### src/rtl/proc_sched_pkg.sv
package proc_sched_pkg;

  typedef enum logic [1:0] {
    PS_IDLE  = 2'd0,
    PS_READY = 2'd1,
    PS_RUN   = 2'd2,
    PS_WAIT  = 2'd3
  } pstate_e;

  localparam logic [1:0] WM_ALL = 2'd0;
  localparam logic [1:0] WM_ANY = 2'd1;
  localparam logic [1:0] WM_ONE = 2'd2;

endpackage

### src/rtl/proc_slot.sv
module proc_slot
  import proc_sched_pkg::*;
#(
  parameter int NPAIR = 8,
  parameter int LW    = 2
) (
  input  logic             clk,
  input  logic             rst_n,
  input  logic             req_load,
  input  logic [LW-1:0]    load_lvl,
  input  logic             req_run,
  input  logic             req_finish,
  input  logic             req_park,
  input  logic [1:0]       park_mode,
  input  logic [NPAIR-1:0] park_mask,
  input  logic [NPAIR-1:0] delivered,
  output pstate_e          state,
  output logic [LW-1:0]    lvl,
  output logic [NPAIR-1:0] wait_mask,
  output logic             wake,
  output logic             enter
);

  logic [1:0] mode_q;

  // single-pair waits arrive as a one-hot mask, so they share the all-test
  function automatic logic wake_ok(input logic [1:0] m, input logic [NPAIR-1:0] want,
                                   input logic [NPAIR-1:0] got);
    if (m == WM_ANY) return (want == '0) || ((want & got) != '0);
    return (want & ~got) == '0;
  endfunction

  assign wake  = (state == PS_WAIT) && wake_ok(mode_q, wait_mask, delivered);
  assign enter = ((state == PS_IDLE) && req_load) || wake;

  always_ff @(posedge clk or negedge rst_n) begin
    if (!rst_n) begin
      state     <= PS_IDLE;
      lvl       <= '0;
      mode_q    <= WM_ALL;
      wait_mask <= '0;
    end else begin
      unique case (state)
        PS_IDLE:  if (req_load) begin
                    state <= PS_READY;
                    lvl   <= load_lvl;
                  end
        PS_READY: if (req_run) state <= PS_RUN;
        PS_RUN:   if (req_finish) state <= PS_IDLE;
                  else if (req_park) begin
                    state     <= PS_WAIT;
                    mode_q    <= park_mode;
                    wait_mask <= park_mask;
                  end
        PS_WAIT:  if (wake) state <= PS_READY;
        default:  state <= PS_IDLE;
      endcase
    end
  end

endmodule

### src/rtl/proc_age.sv
module proc_age #(
  parameter int N = 4
) (
  input  logic           clk,
  input  logic           rst_n,
  input  logic [N-1:0]   enter,
  output logic [N*N-1:0] older   // bit i*N+j: slot i entered ready before slot j
);

  always_ff @(posedge clk or negedge rst_n) begin
    if (!rst_n) begin
      older <= '0;
    end else begin
      for (int i = 0; i < N; i++) begin
        for (int j = 0; j < N; j++) begin
          if (enter[i] && enter[j])  older[i*N+j] <= (i < j);
          else if (enter[i])         older[i*N+j] <= 1'b0;
          else if (enter[j])         older[i*N+j] <= 1'b1;
        end
      end
    end
  end

endmodule

### src/rtl/proc_pick.sv
module proc_pick #(
  parameter int N  = 4,
  parameter int LW = 2,
  parameter int PW = 2
) (
  input  logic [N-1:0]    ready,
  input  logic [N*LW-1:0] lvl_flat,
  input  logic [N*N-1:0]  older,
  output logic            any,
  output logic [PW-1:0]   pid
);

  logic [LW-1:0] best;
  logic [N-1:0]  cand;

  always_comb begin
    best = '0;
    any  = 1'b0;
    for (int i = 0; i < N; i++) begin
      if (ready[i] && (!any || lvl_flat[i*LW +: LW] > best)) begin
        best = lvl_flat[i*LW +: LW];
        any  = 1'b1;
      end
    end
    for (int i = 0; i < N; i++) cand[i] = ready[i] && (lvl_flat[i*LW +: LW] == best);
  end

  always_comb begin
    logic hit;
    logic beaten;
    hit = 1'b0;
    pid = '0;
    for (int i = 0; i < N; i++) begin
      beaten = 1'b0;
      for (int j = 0; j < N; j++)
        if (j != i && cand[j] && older[j*N+i]) beaten = 1'b1;
      if (cand[i] && !beaten && !hit) begin
        pid = PW'(i);
        hit = 1'b1;
      end
    end
  end

endmodule

### src/rtl/proc_sched.sv
module proc_sched
  import proc_sched_pkg::*;
#(
  parameter int NPROC = 4,
  parameter int NPRIO = 4,
  parameter int NPAIR = 8,
  localparam int PW = $clog2(NPROC),
  localparam int LW = $clog2(NPRIO),
  localparam int AW = $clog2(NPAIR)
) (
  input  logic             clk,
  input  logic             rst_n,
  input  logic             slot_start,
  input  logic             submit_valid,
  input  logic [PW-1:0]    submit_pid,
  input  logic [LW-1:0]    submit_lvl,
  input  logic             yield_valid,
  input  logic [1:0]       yield_mode,
  input  logic [NPAIR-1:0] yield_mask,
  input  logic [AW-1:0]    yield_pair,
  input  logic             done_valid,
  input  logic             deliver_valid,
  input  logic [AW-1:0]    deliver_pair,
  output logic             run_valid,
  output logic [PW-1:0]    run_pid,
  output logic             overrun
);

  localparam logic [LW-1:0] NET_LVL  = LW'(NPRIO - 1);
  localparam logic [LW-1:0] USER_TOP = LW'(NPRIO - 2);

  function automatic logic [LW-1:0] user_lvl(input logic [LW-1:0] x);
    return (x >= NET_LVL) ? USER_TOP : x;
  endfunction

  function automatic logic [NPAIR-1:0] pair_bit(input logic [AW-1:0] p);
    return {{(NPAIR-1){1'b0}}, 1'b1} << p;
  endfunction

  // named internal events
  logic             cur_valid_q;
  logic [PW-1:0]    cur_pid_q;
  logic             finish, park, go_dispatch, any_ready;
  logic [PW-1:0]    pick_pid;
  logic [NPROC-1:0] ready_vec, run_vec, enter_vec, wake_vec;
  logic [NPROC*LW-1:0]  lvl_flat;
  logic [NPROC*NPROC-1:0] older;
  logic [NPAIR-1:0] deliv_q, consume, park_mask;
  logic             overrun_q, net_busy;
  pstate_e          st [NPROC];
  logic [NPAIR-1:0] wmask [NPROC];

  assign finish      = cur_valid_q && done_valid;
  assign park        = cur_valid_q && yield_valid && !done_valid;
  assign go_dispatch = !cur_valid_q && any_ready;
  assign park_mask   = (yield_mode == WM_ONE) ? pair_bit(yield_pair) : yield_mask;
  assign net_busy    = (st[0] == PS_READY) || (st[0] == PS_RUN);

  for (genvar i = 0; i < NPROC; i++) begin : g_slot
    logic          load_i;
    logic [LW-1:0] load_lvl_i;
    logic [LW-1:0] lvl_i;
    if (i == 0) begin : g_net
      assign load_i     = slot_start;
      assign load_lvl_i = NET_LVL;
    end else begin : g_user
      assign load_i     = submit_valid && (submit_pid == PW'(i));
      assign load_lvl_i = user_lvl(submit_lvl);
    end
    proc_slot #(.NPAIR(NPAIR), .LW(LW)) slot_i (
      .clk       (clk),
      .rst_n     (rst_n),
      .req_load  (load_i),
      .load_lvl  (load_lvl_i),
      .req_run   (go_dispatch && (pick_pid == PW'(i))),
      .req_finish(finish && (cur_pid_q == PW'(i))),
      .req_park  (park && (cur_pid_q == PW'(i))),
      .park_mode (yield_mode),
      .park_mask (park_mask),
      .delivered (deliv_q),
      .state     (st[i]),
      .lvl       (lvl_i),
      .wait_mask (wmask[i]),
      .wake      (wake_vec[i]),
      .enter     (enter_vec[i])
    );
    assign lvl_flat[i*LW +: LW] = lvl_i;
    assign ready_vec[i] = (st[i] == PS_READY);
    assign run_vec[i]   = (st[i] == PS_RUN);
  end

  proc_age #(.N(NPROC)) age_i (
    .clk  (clk),
    .rst_n(rst_n),
    .enter(enter_vec),
    .older(older)
  );

  proc_pick #(.N(NPROC), .LW(LW), .PW(PW)) pick_i (
    .ready   (ready_vec),
    .lvl_flat(lvl_flat),
    .older   (older),
    .any     (any_ready),
    .pid     (pick_pid)
  );

  always_comb begin
    consume = '0;
    for (int i = 0; i < NPROC; i++)
      if (wake_vec[i]) consume = consume | wmask[i];
  end

  always_ff @(posedge clk or negedge rst_n) begin
    if (!rst_n) begin
      cur_valid_q <= 1'b0;
      cur_pid_q   <= '0;
      deliv_q     <= '0;
      overrun_q   <= 1'b0;
    end else begin
      if (finish || park) begin
        cur_valid_q <= 1'b0;
      end else if (go_dispatch) begin
        cur_valid_q <= 1'b1;
        cur_pid_q   <= pick_pid;
      end
      deliv_q <= (deliv_q | (deliver_valid ? pair_bit(deliver_pair) : '0)) & ~consume;
      if (slot_start && net_busy) overrun_q <= 1'b1;
    end
  end

  assign run_valid = cur_valid_q;
  assign run_pid   = cur_pid_q;
  assign overrun   = overrun_q;

endmodule

### config.mk
export PLATFORM = sky130hd
export DESIGN_NAME = proc_sched
export DESIGN_NICKNAME = d
export VERILOG_FILES = /design/src/rtl/proc_sched_pkg.sv /design/src/rtl/proc_slot.sv /design/src/rtl/proc_age.sv /design/src/rtl/proc_pick.sv /design/src/rtl/proc_sched.sv
export SDC_FILE = /design/constraint.sdc
export NUM_CORES = 1
export LEC_CHECK = 0
export BUFFER_PORTS_ARGS = -buffer_cell sky130_fd_sc_hd__buf_2
export CAP_MARGIN = 10
export CORE_MARGIN = 2
export CORE_UTILIZATION = 45
export CTS_BUF_LIST = sky130_fd_sc_hd__clkbuf_16
export DETAILED_ROUTE_END_ITERATION = 10
export PLACE_DENSITY = 0.68
export SYNTH_ARGS = -nofsm -noshare
export SYNTH_HDL_FRONTEND = slang
export SYNTH_SLANG_ARGS = --single-unit
### constraint.sdc
create_clock -name clk -period 6.4 [get_ports clk]
set_clock_uncertainty 0.1 [all_clocks]
set_input_delay 0.64 -clock clk [delete_from_list [all_inputs] [get_ports clk]]
set_output_delay 0.64 -clock clk [all_outputs]
set_load 0.01 [all_outputs]
Yosys cells after proc, flatten, opt, wreduce, memory -nomap -nowiden
Index checks and enable logic that the tools add are counted.
Cells by class
  $add $sub $neg: 0
  $mul: 0
  div/mod/pow operators: 0
  $lt $le $gt $ge: 4
  equality and inequality tests: 46
  shift operators: 2
  mux-type cells: 99
  bitwise logic cells: 20
  reductions and logical operators: 123
Operators by type and width (count)
  $and A8 B8 Y8: 9
  $logic_not A8 Y1: 8
  $mux W1: 62
  $logic_and A1 B1 Y1: 60
  $mux W2: 27
  $mux W8: 6
  $or A8 B8 Y8: 4
  $pmux W2 S4: 4
  $reduce_bool A8 Y1: 4
  $eq A2 B2 Y1 const B: 15
  $eq A2 B1 Y1 const B: 11
  $reduce_bool A3 Y1: 6
  $not A8 Y8: 2
  $reduce_and A4 Y1: 4
  $shl A1 B3 Y8 const A: 2
  $ne A2 B1 Y1 const B: 7
  $logic_or A1 B1 Y1: 13
  $logic_not A1 Y1: 12
  $logic_not A2 Y1: 6
  $ne A3 B1 Y1 const B: 4
  $reduce_and A3 Y1: 4
  $ne A2 B2 Y1 const B: 5
  $reduce_and A2 Y1: 5
  $eq A2 B2 Y1: 4
  other kinds (4): 10
Storage, ports and cells
  bits in registers: 79
  latch bits: 0
  RAM bits: 0
  memory bits (read-only): 0
  input port bits: 27
  output and inout bits: 4
  word-level logic and storage cells: 320
  memories kept: 0

Depth between registers and ports, before layout
  word-level depth: 36
  depth in mapped cells: 24
  mapped depth without buffers: 24

By module
A second synthesis with hierarchy kept.
Unflattened totals
  cell total of the unflattened synthesis: 506
  area, all modules: 5263.8 sq um
By module, submodules not included
  proc_slot: instances 4, cells each 69, area an instance 808.3 sq um, sequential area each 350.3 sq um
  proc_sched: instances 1, cells each 99, area an instance 959.7 sq um, sequential area each 300.3 sq um
  proc_pick: instances 1, cells each 93, area an instance 635.6 sq um, sequential area each 0.0 sq um
  proc_age: instances 1, cells each 38, area an instance 435.4 sq um, sequential area each 300.3 sq um

Worst setup path before layout
No wires, ideal clock.
  path kind: reg-to-reg
  start: register g_slot[0].slot_i.state[1]
  end: register g_slot[1].slot_i.state[0]
  library setup time: 128 ps
  arrival: 5295 ps
  required time: 6172 ps
  setup slack: 877 ps
  cell stages (with the launch flop): 25
  buffers on the path: 0
  clock period less this slack: 5523 ps
  cell sequence: dfrtp_1 > inv_1 > ha_1 > nand2_1 > ha_1 > nand2_1 > a31oi_1 > or3_4 > inv_1 > ha_1 > nor2b_1 > o21a_1 > o21ai_0 > a21oi_1 > ha_1 > nor2b_1 > o211ai_1 > and2_1 > o21ai_0 > o221a_2 > a32o_1 > or3_1 > nor3_2 > o21ai_1 > mux2_1
On the way
  longest elaborated chain between the ends: 36
  elaborated cells on any way between the ends: 78
  classes of those cells: order compare (3); eq/ne (7); mux (26); reduce/logical (42)
Ends and longest elaborated chain
  start: declaration: RTL line proc_slot.sv:17  | output pstate_e state,
  start signal: assignment: RTL line proc_slot.sv:38  | state <= PS_IDLE;
  start signal: assignment: RTL line proc_slot.sv:45  | state <= PS_READY;
  start signal: assignment: RTL line proc_slot.sv:48  | PS_READY: if (req_run) state <= PS_RUN;
  $eq A2 B1 Y1 *: RTL line proc_sched.sv:88  | assign ready_vec[i] = (st[i] == PS_READY);
  $mux W2 or $mux W1 (tied branches): RTL line proc_pick.sv:20  | if (ready[i] && (!any || lvl_flat[i*LW +: LW] > best)) begin
  $gt A2 B2 Y1 or $logic_not A1 Y1 (tied branches): RTL line proc_pick.sv:20
  $logic_or A1 B1 Y1: RTL line proc_pick.sv:20
  $logic_and A1 B1 Y1: RTL line proc_pick.sv:20
  $mux W2 or $mux W1 (tied branches): RTL line proc_pick.sv:20
  $gt A2 B2 Y1 or $logic_not A1 Y1 (tied branches): RTL line proc_pick.sv:20
  $logic_or A1 B1 Y1: RTL line proc_pick.sv:20
  [... 20 more ...]
  $mux W1: RTL line proc_pick.sv:37  | if (cand[i] && !beaten && !hit) begin
  $logic_not A1 Y1: RTL line proc_pick.sv:37
  $logic_and A1 B1 Y1: RTL line proc_pick.sv:37
  $mux W2: RTL line proc_pick.sv:37
  $eq A2 B1 Y1: RTL line proc_sched.sv:75  | .req_run (go_dispatch && (pick_pid == PW'(i))),
  $logic_and A1 B1 Y1 *: RTL line proc_sched.sv:75
  $ne A2 B2 Y1 (no line) *
  $reduce_and A4 Y1 (no line) *
  end signal: assignment: RTL line proc_slot.sv:51  | state <= PS_WAIT;
  end signal: assignment: RTL line proc_slot.sv:55  | PS_WAIT: if (wake) state <= PS_READY;
  end signal: assignment: RTL line proc_slot.sv:56  | default: state <= PS_IDLE;
  end: declaration: RTL line proc_slot.sv:17
Mark *: on every way between the ends. The rest lies on a longest branch, timed or not.
A chain may end at the register's enable or synchronous reset.

Worst setup path in the final report
  start: register g_slot[0].slot_i.state[1]
  end: register g_slot[2].slot_i.state[1]
On the way
  longest elaborated chain between the ends: 36
  elaborated cells on any way between the ends: 78
  classes of those cells: order compare (3); eq/ne (7); mux (26); reduce/logical (42)
Ends and longest elaborated chain (RTL line)
  $eq A2 B1 Y1 *: proc_sched.sv:88
  $mux W2 or $mux W1 (tied branches): proc_pick.sv:20
  $gt A2 B2 Y1 or $logic_not A1 Y1 (tied branches): proc_pick.sv:20
  $logic_or A1 B1 Y1: proc_pick.sv:20
  $logic_and A1 B1 Y1: proc_pick.sv:20
  $mux W2 or $mux W1 (tied branches): proc_pick.sv:20
  $gt A2 B2 Y1 or $logic_not A1 Y1 (tied branches): proc_pick.sv:20
  $logic_or A1 B1 Y1: proc_pick.sv:20
  [... 20 more ...]
  $mux W1: proc_pick.sv:37
  $logic_not A1 Y1: proc_pick.sv:37
  $logic_and A1 B1 Y1: proc_pick.sv:37
  $mux W2: proc_pick.sv:37
  $eq A2 B2 Y1: proc_sched.sv:75
  $logic_and A1 B1 Y1 *: proc_sched.sv:75
  $ne A2 B2 Y1 (no line) *
  $reduce_and A4 Y1 (no line) *
  end signal: assignment: proc_slot.sv:51
  end signal: assignment: proc_slot.sv:55
  end signal: assignment: proc_slot.sv:56
  end: declaration: proc_slot.sv:17
Marked as above.

==> results.txt <==
The run finished with clean final reports. The cell area that synthesis handed to floorplanning was 5020 µm². For the synthesized net count, the log shows 618. Summed over all layers, the routed wires come to 13.47 mm.

TritonCTS built the clock tree. The overall power of the completed layout came out at 3.293 mW. The top cell type by total area after synthesis is sky130_fd_sc_hd__dfrtp_1. The floorplan step defined a core boundary enclosing 10840 µm².

The top fanout value on the critical path is 6, and the latest clock arrival within the worst-skew pair is 0.34 ns. Number of enable-type register cells in the synthesized netlist: 0. Sequential element share of the synthesized area: 0.3938. The tools report the kind of start point of the critical path as a flip-flop. The final hold violation count was 0. The quantity of I/O buffers inserted on ports was 30; the number of antenna violations at the first check in global routing was 0.

The tools report the starting density of the core as 0.4631. The area share of the largest cell type after synthesis is 0.3938, and the worst-margin pin slew is 1.027 ns. The logs give 5562 µm² for the final design instance area without fill and 0 for the number of antenna cells inserted. After detailed routing, the number of remaining DRC violations is 0. The logs give 0 for the count of max-cap constraint violations and 165.2 MHz for the timing-limited maximum frequency. Summing over every cut layer, the via total after detailed routing is 4513. The first routing iteration left 399 violations. The clock sink count was 79. The detailed-routing iteration count for the pre-antenna-repair pass was 7.

The worst setup path is of the reg -> reg kind. The die boundary width was 109.6 µm; the area growth from synthesis to final layout was 10.79%. The clock tree synthesis step divided the H-tree into 3 levels.

The number of buffers created by CTS is 9, and the time the worst path needs with I/O delays and setup is 6.052 ns. The register bit count reported by yosys is 79, and the layout cell share with drive strength beyond 1 is 0.1364. The async set-reset flop share out of synthesis is 1.000. The wire-length estimate of the detail-placed layout is 10.10 mm. Worst setup slack before clock tree synthesis: 0.2319 ns. Among all flip-flop cells after synthesis, the most frequent one is sky130_fd_sc_hd__dfrtp_1.

The global-route usage over all layers is 0.2392. In the final routed layout, each cell accounts on average for 18.35 µm. The tools report the clock tree root buffer cell as sky130_fd_sc_hd__clkbuf_16. Worst voltage drop across the vdd grid: 0.4072 mV.

The number of failing setup endpoints in the final timing report is 0. Dividing total power by cell area gives a power density of 592.0 nW/µm². The run gives 2.412 nW as the static leakage power.

For the post-detailed-placement cell area, the log shows 5271 µm². For this run the aggregate overflow at the end of global routing stands at 0. The final hold slack came out at 0.3482 ns. Once placement completed, the tool counted placed cells totaling 716. The number of vias per cell is 6.149. The run gives 0.3483 ns as the setup slack of the critical path after layout. For the worst setup path, the data arrival time is 6.18 ns. The average instance in the mapped netlist occupies 8.807 µm².

The via count of the first global-routing pass is 4220. The die is 109.6 µm tall. The endpoint kind of the worst setup timing path is a flip-flop. The tools report the number of instances in the synthesized netlist as 570.

The tools report the number of library cell types mapped by synthesis as 70. The run gives 21.78 mm as the wire length of the first global-routing pass. Number of max-slew violations in the final report: 0. The type of the tightest min-delay check was in -> async. Maximum root-to-sink buffer count: 2. The post-route clock period utilization was 0.9456; the final weighted congestion of routability-driven global placement was 0.9968. In this run the count of I/O pins placed on the die edge is 31. For this run, the number of Yosys warnings is 0. The pin count of the biggest net entering global routing came out at 80. Once layout is complete, the cells apart from fillers number 734. The tools report the worst-case headroom to the max-slew limit as 0.3154. The final layout contains 637 nets. The die covers 12020 µm².

After clock tree synthesis, the clock-pin slew on the worst setup and hold paths is 0.06 ns. The row count is 38, and the number of nets with antenna violations after routing is 0. For the worst setup path, the data required time is 6.53 ns. Yosys attributes the largest share of cell area to sky130_fd_sc_hd__dfrtp_1, sky130_fd_sc_hd__a21oi_1, sky130_fd_sc_hd__ha_1.
-- metal layers --
metal	GRT usage	part of all wire
met5	0	0
met4	0.1004	0.024
met3	0.04209	0.073
met2	0.3435	0.44
met1	0.3539	0.47
-- layout make-up --
type	count	area, µm²
Fill cell	1034	5279
Clock buffer	9	225.2
Inverter	59	221.5
Clock inverter	7	48.80
Sequential cell	79	1977
Tap cell	140	175.2
Timing Repair Buffer	35	190.2
Multi-Input combinational cell	405	2724
-- cells in the final DEF (no fill, tap or decap), types with 3 or more instances in the layout --
cell                         instances
sky130_fd_sc_hd__nand2b_1            9
sky130_fd_sc_hd__buf_2              29
sky130_fd_sc_hd__and3_1              6
sky130_fd_sc_hd__mux2i_1             3
sky130_fd_sc_hd__clkinvlp_4          3
sky130_fd_sc_hd__nor2_1             33
sky130_fd_sc_hd__a31oi_1             9
sky130_fd_sc_hd__inv_1              59
sky130_fd_sc_hd__a22o_1              4
sky130_fd_sc_hd__nand2_1            43
sky130_fd_sc_hd__o31ai_1             4
sky130_fd_sc_hd__buf_4               6
sky130_fd_sc_hd__nand3_1            11
sky130_fd_sc_hd__and2_1             14
sky130_fd_sc_hd__clkbuf_16           9
sky130_fd_sc_hd__nor3_1              6
sky130_fd_sc_hd__o22ai_1            17
sky130_fd_sc_hd__o21a_1              7
sky130_fd_sc_hd__a221oi_1            4
sky130_fd_sc_hd__a211oi_1            3
sky130_fd_sc_hd__a22oi_1            12
sky130_fd_sc_hd__nor4_1             12
sky130_fd_sc_hd__a32o_1              3
sky130_fd_sc_hd__mux2_2             13
sky130_fd_sc_hd__nor2b_1            13
sky130_fd_sc_hd__a21oi_1            57
sky130_fd_sc_hd__nand4_1             6
sky130_fd_sc_hd__a222oi_1           10
sky130_fd_sc_hd__nand3b_1            3
sky130_fd_sc_hd__o211ai_1            5
sky130_fd_sc_hd__or3_1               3
sky130_fd_sc_hd__o21ai_0            22
sky130_fd_sc_hd__a21o_1              8
sky130_fd_sc_hd__ha_1               21
sky130_fd_sc_hd__dfrtp_1            79
-- final timing paths --
check	startpoint	cells after the start	slack (ns)	to
worst max-delay path	g_slot[0].slot_i.state[1]	24	0.35	g_slot[2].slot_i.state[1]
worst min-delay path	rst_n	1	0.35	g_slot[3].slot_i.wait_mask[3]
worst max register to register	g_slot[0].slot_i.state[1]	24	0.35	g_slot[2].slot_i.state[1]
worst min register to register	overrun	1	0.36	overrun
max in group asynchronous	rst_n	1	5.16	g_slot[3].slot_i.lvl[1]
min in group clk	overrun	1	0.36	overrun
-- cells in the mapped netlist, types with 4 or more instances --
cell,count
sky130_fd_sc_hd__a222oi_1,10
sky130_fd_sc_hd__a21oi_1,57
sky130_fd_sc_hd__o21a_1,7
sky130_fd_sc_hd__inv_1,59
sky130_fd_sc_hd__a22o_1,4
sky130_fd_sc_hd__a21o_1,8
sky130_fd_sc_hd__nor4_1,13
sky130_fd_sc_hd__a31oi_1,9
sky130_fd_sc_hd__dfrtp_1,79
sky130_fd_sc_hd__o21ai_0,23
sky130_fd_sc_hd__a221oi_1,4
sky130_fd_sc_hd__clkbuf_1,23
sky130_fd_sc_hd__and2_1,15
sky130_fd_sc_hd__nor3_1,6
sky130_fd_sc_hd__nand3_1,11
sky130_fd_sc_hd__o211ai_1,5
sky130_fd_sc_hd__nand4_1,6
sky130_fd_sc_hd__o31ai_1,4
sky130_fd_sc_hd__nor2b_1,13
sky130_fd_sc_hd__nor2_1,33
sky130_fd_sc_hd__ha_1,21
sky130_fd_sc_hd__and3_1,6
sky130_fd_sc_hd__o22ai_1,17
sky130_fd_sc_hd__nand2_1,43
sky130_fd_sc_hd__nand2b_1,9
sky130_fd_sc_hd__a22oi_1,12
sky130_fd_sc_hd__mux2_2,13
-- per-stage QoR --
| stage | TNS (ns) | utilization |
|---|---|---|
| after floorplan | 0 | - |
| after global placement | 0 | 0.4863 |
| after detailed placement | 0 | 0.4863 |
| after CTS | 0 | 0.5115 |
| after global routing | -0.004106 | 0.5130 |
| final | 0 | 0.5130 |
-- flip-flops by register name, indices dropped and copies added, names as in the netlist --
register	cells
age_i.older	12
run_pid	2
g_slot.slot_i.state	8
g_slot.slot_i.lvl	7
g_slot.slot_i.wait_mask	32
overrun	1
g_slot.slot_i.mode_q	8
deliv_q	8
run_valid	1
-- power by group --
part           internal (mW)  leakage (nW)  switching (mW)  total (mW)
Clock                  0.262         0.125           0.211       0.473
Combinational          0.824          1.29            1.04        1.86
Sequential             0.688          1.00           0.272       0.960
Total                   1.77          2.41            1.52        3.29
-- logic make-up (layout without fill, tap and decap cells) --
group | count (synthesis) | after routing | synth area share
compound gates | 189 | 189 | 0.2595
simple gates | 175 | 175 | 0.1867
buf+inv | 86 | 110 | 0.06505
flops | 79 | 79 | 0.3938
fa+ha+maj | 21 | 21 | 0.05234
mux | 17 | 17 | 0.03739
xor+xnor | 3 | 3 | 0.005235
-- repair_timing --
item | CTS | global route
setup buffers | 0 | 2
hold buffers | 0 | 0
endpoints found under the hold margin | 0 | 0
endpoints found under the setup margin | 0 | 9
gates resized for setup | 0 | 2
-- critical path, stage by stage (launching register included) --
cell and delay (ns):
sky130_fd_sc_hd__dfrtp_1 0.40, sky130_fd_sc_hd__inv_1 0.08, sky130_fd_sc_hd__ha_1 0.17, sky130_fd_sc_hd__nand2_1 0.09
sky130_fd_sc_hd__ha_1 0.32, sky130_fd_sc_hd__nand2_1 0.11, sky130_fd_sc_hd__a31oi_1 0.08, sky130_fd_sc_hd__or3_4 0.41
sky130_fd_sc_hd__inv_1 0.16, sky130_fd_sc_hd__ha_1 0.27, sky130_fd_sc_hd__nor2b_1 0.17, sky130_fd_sc_hd__o21a_1 0.21
sky130_fd_sc_hd__o21ai_1 0.28, sky130_fd_sc_hd__a21oi_1 0.12, sky130_fd_sc_hd__ha_1 0.31, sky130_fd_sc_hd__nor2b_1 0.15
sky130_fd_sc_hd__o211ai_1 0.32, sky130_fd_sc_hd__and2_2 0.31, sky130_fd_sc_hd__a41oi_2 0.17, sky130_fd_sc_hd__xnor2_1 0.25
sky130_fd_sc_hd__and3_1 0.25, sky130_fd_sc_hd__o2111ai_1 0.20, sky130_fd_sc_hd__or3_1 0.45, sky130_fd_sc_hd__a211o_1 0.33
sky130_fd_sc_hd__a32o_1 0.21
No activity file was read; power rests on OpenSTA's default activity.
